## src/rtl/pavg_pkg.sv

```systemverilog
package pavg_pkg;

  // Rounding decision resolved from the control inputs.
  typedef enum logic [1:0] {
    RK_FLOOR = 2'd0,
    RK_CEIL  = 2'd1,
    RK_TRUNC = 2'd2,
    RK_NEAR  = 2'd3
  } rnd_kind_e;

endpackage

```

## src/rtl/pavg_round_sel.sv

```systemverilog
module pavg_round_sel
  import pavg_pkg::*;
(
  input  logic       variant_i,
  input  logic       src_sel_i,
  input  logic [1:0] mode_i,
  input  logic       up_i,
  output rnd_kind_e  kind_o
);

  // Map the 2-bit mode field onto a rounding kind.
  function automatic rnd_kind_e kind_from_mode(logic [1:0] m);
    case (m)
      2'd0:    return RK_NEAR;
      2'd1:    return RK_TRUNC;
      2'd2:    return RK_CEIL;
      default: return RK_FLOOR;
    endcase
  endfunction

  always_comb begin
    if (!variant_i) begin
      kind_o = RK_FLOOR;
    end else if (src_sel_i) begin
      kind_o = kind_from_mode(mode_i);
    end else begin
      kind_o = up_i ? RK_CEIL : RK_FLOOR;
    end
  end

endmodule

```

## src/rtl/pavg_lane.sv

```systemverilog
module pavg_lane
  import pavg_pkg::*;
#(
  parameter int LANE_W = 16
) (
  input  rnd_kind_e                 kind_i,
  input  logic [LANE_W-1:0]         op_a_i,
  input  logic [LANE_W-1:0]         op_b_i,
  output logic signed [LANE_W:0]    sum_o,
  output logic                      odd_o,
  output logic [LANE_W-1:0]         res_o
);

  localparam int SUM_W = LANE_W + 1;

  // Exact signed sum, one bit wider than a lane.
  function automatic logic signed [SUM_W-1:0] wide_sum(
    logic [LANE_W-1:0] x,
    logic [LANE_W-1:0] y
  );
    return $signed({x[LANE_W-1], x}) + $signed({y[LANE_W-1], y});
  endfunction

  // Whether the floored half needs a +1 for the chosen rounding.
  function automatic logic needs_bump(
    rnd_kind_e               k,
    logic signed [SUM_W-1:0] s
  );
    if (!s[0]) return 1'b0;
    case (k)
      RK_CEIL, RK_NEAR: return 1'b1;
      RK_TRUNC:         return s[SUM_W-1];
      default:          return 1'b0;
    endcase
  endfunction

  logic [LANE_W-1:0] floor_half;
  logic              bump;

  always_comb begin
    sum_o      = wide_sum(op_a_i, op_b_i);
    odd_o      = sum_o[0];
    floor_half = sum_o[SUM_W-1:1];
    bump       = needs_bump(kind_i, sum_o);
    res_o      = floor_half + {{(LANE_W-1){1'b0}}, bump};
  end

  // A bump only occurs on odd sums, whose floored half is below the largest
  // positive lane value, so the increment never wraps.
  always_comb begin
    AST_NO_OVERFLOW: assert (!(bump && floor_half == {1'b0, {(LANE_W-1){1'b1}}}));
  end

endmodule

```

## src/rtl/pavg_dual.sv

```systemverilog
module pavg_dual
  import pavg_pkg::*;
#(
  parameter int LANE_W  = 16,
  parameter int LANES   = 2,
  parameter bit REG_OUT = 1'b1
) (
  input  logic                      clk,
  input  logic                      rst_n,
  input  logic [LANE_W*LANES-1:0]   a_word,
  input  logic [LANE_W*LANES-1:0]   b_word,
  input  logic                      cfg_variant,
  input  logic                      rnd_src_sel,
  input  logic [1:0]                rnd_mode,
  input  logic                      rnd_up,
  output logic [LANE_W*LANES-1:0]   avg_word
);

  localparam int WORD_W = LANE_W * LANES;
  localparam int DIFF_W = LANE_W + 2;

  rnd_kind_e          kind;
  logic [WORD_W-1:0]  packed_res;

  // Lane-level events brought out for the checks below.
  logic signed [LANE_W:0]   lane_sum   [LANES];
  logic                     lane_odd   [LANES];
  logic [LANE_W-1:0]        lane_res   [LANES];
  logic signed [DIFF_W-1:0] lane_excess [LANES];  // 2*result - sum

  pavg_round_sel u_sel (
    .variant_i (cfg_variant),
    .src_sel_i (rnd_src_sel),
    .mode_i    (rnd_mode),
    .up_i      (rnd_up),
    .kind_o    (kind)
  );

  for (genvar g = 0; g < LANES; g++) begin : g_lane
    pavg_lane #(.LANE_W(LANE_W)) u_lane (
      .kind_i (kind),
      .op_a_i (a_word[g*LANE_W +: LANE_W]),
      .op_b_i (b_word[g*LANE_W +: LANE_W]),
      .sum_o  (lane_sum[g]),
      .odd_o  (lane_odd[g]),
      .res_o  (lane_res[g])
    );

    assign packed_res[g*LANE_W +: LANE_W] = lane_res[g];
    assign lane_excess[g] = $signed({lane_res[g][LANE_W-1], lane_res[g], 1'b0})
                          - $signed({lane_sum[g][LANE_W], lane_sum[g]});

    AST_EVEN_EXACT: assert property (@(posedge clk) disable iff (!rst_n)
      !lane_odd[g] |-> lane_excess[g] == '0);
    AST_HALF_STEP: assert property (@(posedge clk) disable iff (!rst_n)
      lane_odd[g] |-> (lane_excess[g] == 1 || lane_excess[g] == -1));
    AST_FIXED_FLOOR: assert property (@(posedge clk) disable iff (!rst_n)
      (!cfg_variant && lane_odd[g]) |-> lane_excess[g] == -1);
    AST_NEAR_UP: assert property (@(posedge clk) disable iff (!rst_n)
      (cfg_variant && rnd_src_sel && rnd_mode == 2'd0 && lane_odd[g])
        |-> lane_excess[g] == 1);
    AST_TOWARD_ZERO: assert property (@(posedge clk) disable iff (!rst_n)
      (cfg_variant && rnd_src_sel && rnd_mode == 2'd1 && lane_odd[g])
        |-> lane_excess[g] == (lane_sum[g] < 0 ? 1 : -1));
    AST_DIRECTED: assert property (@(posedge clk) disable iff (!rst_n)
      (cfg_variant && rnd_src_sel && rnd_mode[1] && lane_odd[g])
        |-> lane_excess[g] == (rnd_mode[0] ? -1 : 1));
    AST_SINGLE_BIT: assert property (@(posedge clk) disable iff (!rst_n)
      (cfg_variant && !rnd_src_sel && lane_odd[g])
        |-> lane_excess[g] == (rnd_up ? 1 : -1));
  end

  if (REG_OUT) begin : g_reg
    always_ff @(posedge clk or negedge rst_n) begin
      if (!rst_n) avg_word <= '0;
      else        avg_word <= packed_res;
    end

    AST_RESET_CLEAR: assert property (@(posedge clk)
      !rst_n |-> avg_word == '0);
  end else begin : g_comb
    assign avg_word = packed_res;
  end

endmodule

```

## config.mk

```make
export PLATFORM = sky130hd
export DESIGN_NAME = pavg_dual
export DESIGN_NICKNAME = d
export VERILOG_FILES = /design/src/rtl/pavg_pkg.sv /design/src/rtl/pavg_round_sel.sv /design/src/rtl/pavg_lane.sv /design/src/rtl/pavg_dual.sv
export SDC_FILE = /design/constraint.sdc
export NUM_CORES = 1
export LEC_CHECK = 0
export BUFFER_PORTS_ARGS = -buffer_cell sky130_fd_sc_hd__buf_2
export CAP_MARGIN = 30
export CORE_AREA = 10 10 92 94
export DETAILED_ROUTE_END_ITERATION = 12
export DIE_AREA = 0 0 102 104
export GPL_TIMING_DRIVEN = 0
export PLACE_DENSITY = 0.75
export SLEW_MARGIN = 25
export SYNTH_ARGS = -nofsm -noshare
export SYNTH_HDL_FRONTEND = slang
export SYNTH_SLANG_ARGS = --single-unit
```

## constraint.sdc

```tcl
create_clock -name clk -period 0.8 [get_ports clk]
set_input_delay 0.08 -clock clk [delete_from_list [all_inputs] [get_ports clk]]
set_output_delay 0.08 -clock clk [all_outputs]
set_load 0.01 [all_outputs]
```

### Word-level counts from Yosys, hierarchy flattened

Cells that the tools add are included.
Widths: inputs -> output; s select.

* output and inout port bits: 32
* word-level logic and storage cells: 20
* flip-flop bits (word level): 32
* bits of input ports: 71

* reductions and logical operators: 2
* multiplexer cells: 8
* add/sub/neg operators: 4
* equal/unequal tests: 5

Operator list (number)
* $add 16x16->17: 2
* $add 16x1->16: 2
* $eq 2x2->1 const B: 3
* $pmux 2 s3: 1
* $eq 2x1->1 const B: 2
* $mux 2: 2
* $pmux 1 s2: 2
* $mux 1: 3
* $logic_not 2->1: 1
* $reduce_or 2->1: 1

### Longest topological paths before layout

* word-level depth: 9
* gate-level depth with buffers: 18
* gate-level depth less buffers: 18

### Hierarchy

From an unflattened synthesis, not the netlist that was laid out.

* cells, all modules: 342
* area, all modules: 3259.4 um^2

Modules (own cells, without submodules)
* pavg_lane: cells an instance 153, area each 1208.7 um^2, sequential area each 0.0 um^2, instances 2
* pavg_dual: cells an instance 32, area each 800.8 um^2, sequential area each 800.8 um^2, instances 1
* pavg_round_sel: cells an instance 4, area each 41.3 um^2, sequential area each 0.0 um^2, instances 1

### Least setup slack after synthesis

Ideal clock, no wire load.

* kind: input -> register
* start: in a_word[0]
* end: reg avg_word[14]
* buffers on the path: 0
* setup time: 0.135 ns
* slack: -2.311 ns
* data required time: 0.665 ns
* arrival: 2.976 ns
* cell stages on the path: 17
* cells stage by stage: ha_1 -> fa_1 -> a211oi_1 -> or2_1 -> a22oi_2 -> nand3_1 -> a311oi_1 -> o21ai_0 -> a31oi_1 -> o21ai_0 -> and2_1 -> ha_1 -> ha_1 -> and3_1 -> and3_1 -> nand4_1 -> xor2_1

* cells in the longest elaborated chain, start to end: 4

RTL lines
* start: declaration: RTL line pavg_dual.sv:10 `input logic [LANE_W*LANES-1:0] a_word,`
* $add 16x16->17 *: RTL line pavg_lane.sv:21 `return $signed({x[LANE_W-1], x}) + $signed({y[LANE_W-1], y});`
* $pmux 1 s2: RTL line pavg_lane.sv:30 `case (k)`
* $mux 1: RTL line pavg_lane.sv:30
* $add 16x1->16 *: RTL line pavg_lane.sv:45 `res_o = floor_half + {{(LANE_W-1){1'b0}}, bump};`
* named net g_lane[0].u_lane.res_o[14]: RTL line pavg_lane.sv:11 `output logic [LANE_W-1:0] res_o`
* end signal: assignment: RTL line pavg_dual.sv:76 `else avg_word <= packed_res;`
* end: declaration: RTL line pavg_dual.sv:16 `output logic [LANE_W*LANES-1:0] avg_word`

Mark *: on every way through the listed nets, which the timed path passes. The rest lies on a longest branch.

### Worst setup path in the final report

* start: in b_word[0]
* end: reg avg_word[14]

* cells in the longest elaborated chain, start to end: 4

RTL lines
* start: declaration: RTL line pavg_dual.sv:11 `input logic [LANE_W*LANES-1:0] b_word,`
* $add 16x16->17 *: RTL line pavg_lane.sv:21
* $pmux 1 s2: RTL line pavg_lane.sv:30
* $mux 1: RTL line pavg_lane.sv:30
* $add 16x1->16 *: RTL line pavg_lane.sv:45
* named net g_lane[0].u_lane.res_o[14]: RTL line pavg_lane.sv:11

Marked as above.

==> load_flow_metrics.sql <==
INSERT INTO impl_metrics (metric_group, metric, value, unit) VALUES
('setup_path', 'critical_path_peak_fanout', '3', ''),
('cts', 'worst_setup_hold_path_clk_slew', '60', 'ps'),
('cts', 'clock_sink_count', '32', ''),
('setup_path', 'critPathArrivalTime', '3100', 'ps'),
('final_layout', 'finalCoreUtilization', '0.657', ''),
('placed_design', 'pre_cts_ws', '-2650', 'ps'),
('cts', 'clk_root_buffer_cell', 'sky130_fd_sc_hd__clkbuf_8', ''),
('final_layout', 'num-nets-final', '549', ''),
('power', 'relative_contribution_of_sequential_cells_to_total_power', '0.311', ''),
('route', 'route.vias.total', '2747', ''),
('die', 'full_die_area', '0.0106', 'mm²'),
('power', 'power.combinational.fraction', '0.509', ''),
('setup_path', 'cpMostUsedCell', 'sky130_fd_sc_hd__ha_4', ''),
('route', 'routed_wl', '8.10', 'mm'),
('setup_path', 'critical_path.endpoint_type', 'flop', ''),
('power', 'clkPwrFrac', '0.180', ''),
('route', 'vias_per_cell', '5.27', ''),
('sta', 'final_critical_path_setup_slack', '-2150', 'ps'),
('placed_design', 'gp_routability_congestion', '0.819', ''),
('setup_path', 'required', '950', 'ps'),
('synthesis', 'synth_cells', '313', ''),
('route', 'drt.antenna.violating_nets', '0', ''),
('power', 'power.static_leakage', '1.99', 'nW'),
('synthesis', 'synth_top_family_by_area', 'compound AO/OA/AOI/OAI gates', ''),
('synthesis', 'dominantRegCellSynth', 'sky130_fd_sc_hd__dfrtp_1', ''),
('synthesis', 'post_synth_and_or_nand_nor_area_fraction', '0.158', ''),
('cts', 'htree_levels', '2', ''),
('power', 'powerDensity', '1560', 'mW/mm²'),
('sta', 'drv_slew', '0', ''),
('setup_path', 'crit_chain', 'buf_8, ha_4, fa_2, a211oi_4, or2_1, a22oi_2, nand3_1, a311oi_2, o21ai_2, a31oi_4, o21ai_2, and2_4, ha_4, ha_4, and3_4, and3_4, nand4_1, xor2_1', ''),
('power', 'netSwitchingFraction', '0.361', ''),
('route', 'drtIter0Drc', '67', ''),
('power', 'vdd_drop_max', '0.738', 'mV'),
('synthesis', 'synth_area', '0.00297', 'mm²'),
('die', 'start_util', '0.444', ''),
('run_status', 'failed_checks', 'negative hold slack, negative setup slack', ''),
('run_status', 'status', 'complete, but fails checks', ''),
('synthesis', 'synth_seq_area_share', '0.270', ''),
('final_layout', 'synthToLayoutAreaGrowth', '48.1', '%'),
('sta', 'setup_viol', '64', ''),
('synthesis', 'synth_cell_types', '60', ''),
('setup_path', 'slowest_stage', 'sky130_fd_sc_hd__fa_2', ''),
('final_layout', 'final_layout_size_suffix_gt1_frac', '0.490', ''),
('die', 'total_core_area', '0.00668', 'mm²'),
('final_layout', 'registers.top_by_ff_count', 'avg_word', ''),
('synthesis', 'avgSynthCellArea', '9.47', 'µm²'),
('synthesis', 'ys_ff_latch', '32', ''),
('sta', 'setup_tns', '-61340', 'ps'),
('min_path', 'path_class_of_the_lowest_slack_min_delay_path', 'input pin to async pin', ''),
('sta', 'tightest_slew', '702', 'ps'),
('setup_path', 'critPathKind', 'input pin to flop', ''),
('final_layout', 'max_reg_flops', '32', ''),
('final_layout', 'reg.largest.list', 'avg_word (32)', ''),
('power', 'power_report.internal_total', '4.39', 'mW'),
('power', 'net-switching-power', '2.48', 'mW'),
('route', 'post_drt_wl_per_cell', '15.5', 'µm'),
('sta', 'worst_slew_margin_rel', '0.532', ''),
('setup_path', 'startpoint_type', 'input pin', ''),
('sta', 'hold_viol', '32', ''),
('grt', 'global_route.usage.total', '0.149', ''),
('cts', 'clock_tree_from_tritoncts', 'built', ''),
('sta', 'max_freq', '339', 'MHz'),
('sta', 'hold_ws', '-147', 'ps'),
('route', 'firstDrtPassIters', '4', ''),
('grt', 'global_route.overflow_total', '0', ''),
('die', 'die_x', '102', 'µm'),
('setup_path', 'timing.critical_path.buf_inv', '1', ''),
('setup_path', 'cp_slowest_stage_delay', '370', 'ps'),
('cts', 'cts-buffers-inserted', '5', ''),
('sta', 'setup_repair_after_global_routing_missed_its_margin', 'yes', ''),
('sta', 'time_the_worst_path_needs_with_i_o_delays_and_setup', '2950', 'ps');
## cell families after synthesis
| logic type | Yosys count |
|---|---|
| adder cells (fa/ha/maj) | 38 |
| buffers and inverters | 16 |
| AND/OR/NAND/NOR | 87 |
| multiplexers | 1 |
| flip-flops | 32 |
| XOR/XNOR | 57 |
| AO/OA/AOI/OAI | 82 |
## synthesized netlist by cell type, types with 2 or more instances
| cell type | n | area (µm²) |
|---|---|---|
| sky130_fd_sc_hd__xnor2_1 | 40 | 350 |
| sky130_fd_sc_hd__ha_1 | 36 | 450 |
| sky130_fd_sc_hd__dfrtp_1 | 32 | 801 |
| sky130_fd_sc_hd__a21oi_1 | 22 | 110 |
| sky130_fd_sc_hd__nand2_1 | 18 | 67.6 |
| sky130_fd_sc_hd__nor2_1 | 16 | 60.1 |
| sky130_fd_sc_hd__xor2_1 | 16 | 140 |
| sky130_fd_sc_hd__nand3_1 | 11 | 55.1 |
| sky130_fd_sc_hd__o21ai_0 | 11 | 55.1 |
| sky130_fd_sc_hd__inv_1 | 10 | 37.5 |
| sky130_fd_sc_hd__nor3_1 | 7 | 35.0 |
| sky130_fd_sc_hd__nor2b_1 | 6 | 37.5 |
| sky130_fd_sc_hd__a211oi_1 | 5 | 37.5 |
| sky130_fd_sc_hd__a21o_1 | 5 | 37.5 |
| sky130_fd_sc_hd__and3_1 | 5 | 31.3 |
| sky130_fd_sc_hd__nand4_1 | 5 | 31.3 |
| sky130_fd_sc_hd__o21a_1 | 5 | 37.5 |
| sky130_fd_sc_hd__o21bai_1 | 5 | 37.5 |
| sky130_fd_sc_hd__and2_1 | 4 | 25.0 |
| sky130_fd_sc_hd__a21o_2 | 3 | 26.3 |
| sky130_fd_sc_hd__a31oi_1 | 3 | 18.8 |
| sky130_fd_sc_hd__buf_4 | 3 | 22.5 |
| sky130_fd_sc_hd__a2111oi_0 | 2 | 17.5 |
| sky130_fd_sc_hd__a211o_1 | 2 | 17.5 |
| sky130_fd_sc_hd__fa_1 | 2 | 40.0 |
| sky130_fd_sc_hd__nand2b_1 | 2 | 12.5 |
| sky130_fd_sc_hd__o211ai_1 | 2 | 15.0 |
| sky130_fd_sc_hd__o21ai_2 | 2 | 17.5 |
| sky130_fd_sc_hd__or2_2 | 2 | 12.5 |
## metal layers
layer,global-route usage,share of wire
met5,0,0
met1,0.177,0.41
met4,0.0272,0.0033
met3,0.0392,0.064
met2,0.262,0.52
## cell type report
cell class / count / area (µm²) / area share
timing repair buffer: 123 / 822 / 0.187
inverter: 10 / 37.5 / 0.00854
multi-input combinational: 265 / 2520 / 0.573
sequential: 32 / 801 / 0.182
clock buffer: 8 / 90.1 / 0.0205
buffer: 3 / 26.3 / 0.00598
tap: 80 / 100 / 0.0228
## worst paths after layout
path                                          end  cells after the start  slack [ps]  startpoint
setup / recovery           avg_word[14]$_DFF_PN0_                     18       -2150   b_word[0]
max in group asynchronous   avg_word[7]$_DFF_PN0_                      1         500       rst_n
min in group clk           avg_word[24]$_DFF_PN0_                      3         280  b_word[25]
hold / removal             avg_word[20]$_DFF_PN0_                      1        -150       rst_n
## power groups by stage
stage,clock [mW],sequential [mW],combinational [mW]
6_report,1.24,2.13,3.50
5_1_grt,1.34,2.17,3.83
4_1_cts,1.27,2.11,3.19
3_5_place_dp,0,2.12,2.94
3_3_place_gp,0,2.12,2.85
2_1_floorplan,0,2.29,1.79
## repair_timing
action / in CTS / in global routing
endpoints found under the hold margin: 32 / 32
setup endpoints to repair: 64 / 64
gates resized for setup: 37 / 40
pin swaps: 36 / 16
buffers inserted: 12 / 10
Power figures use the tool's default switching activity.
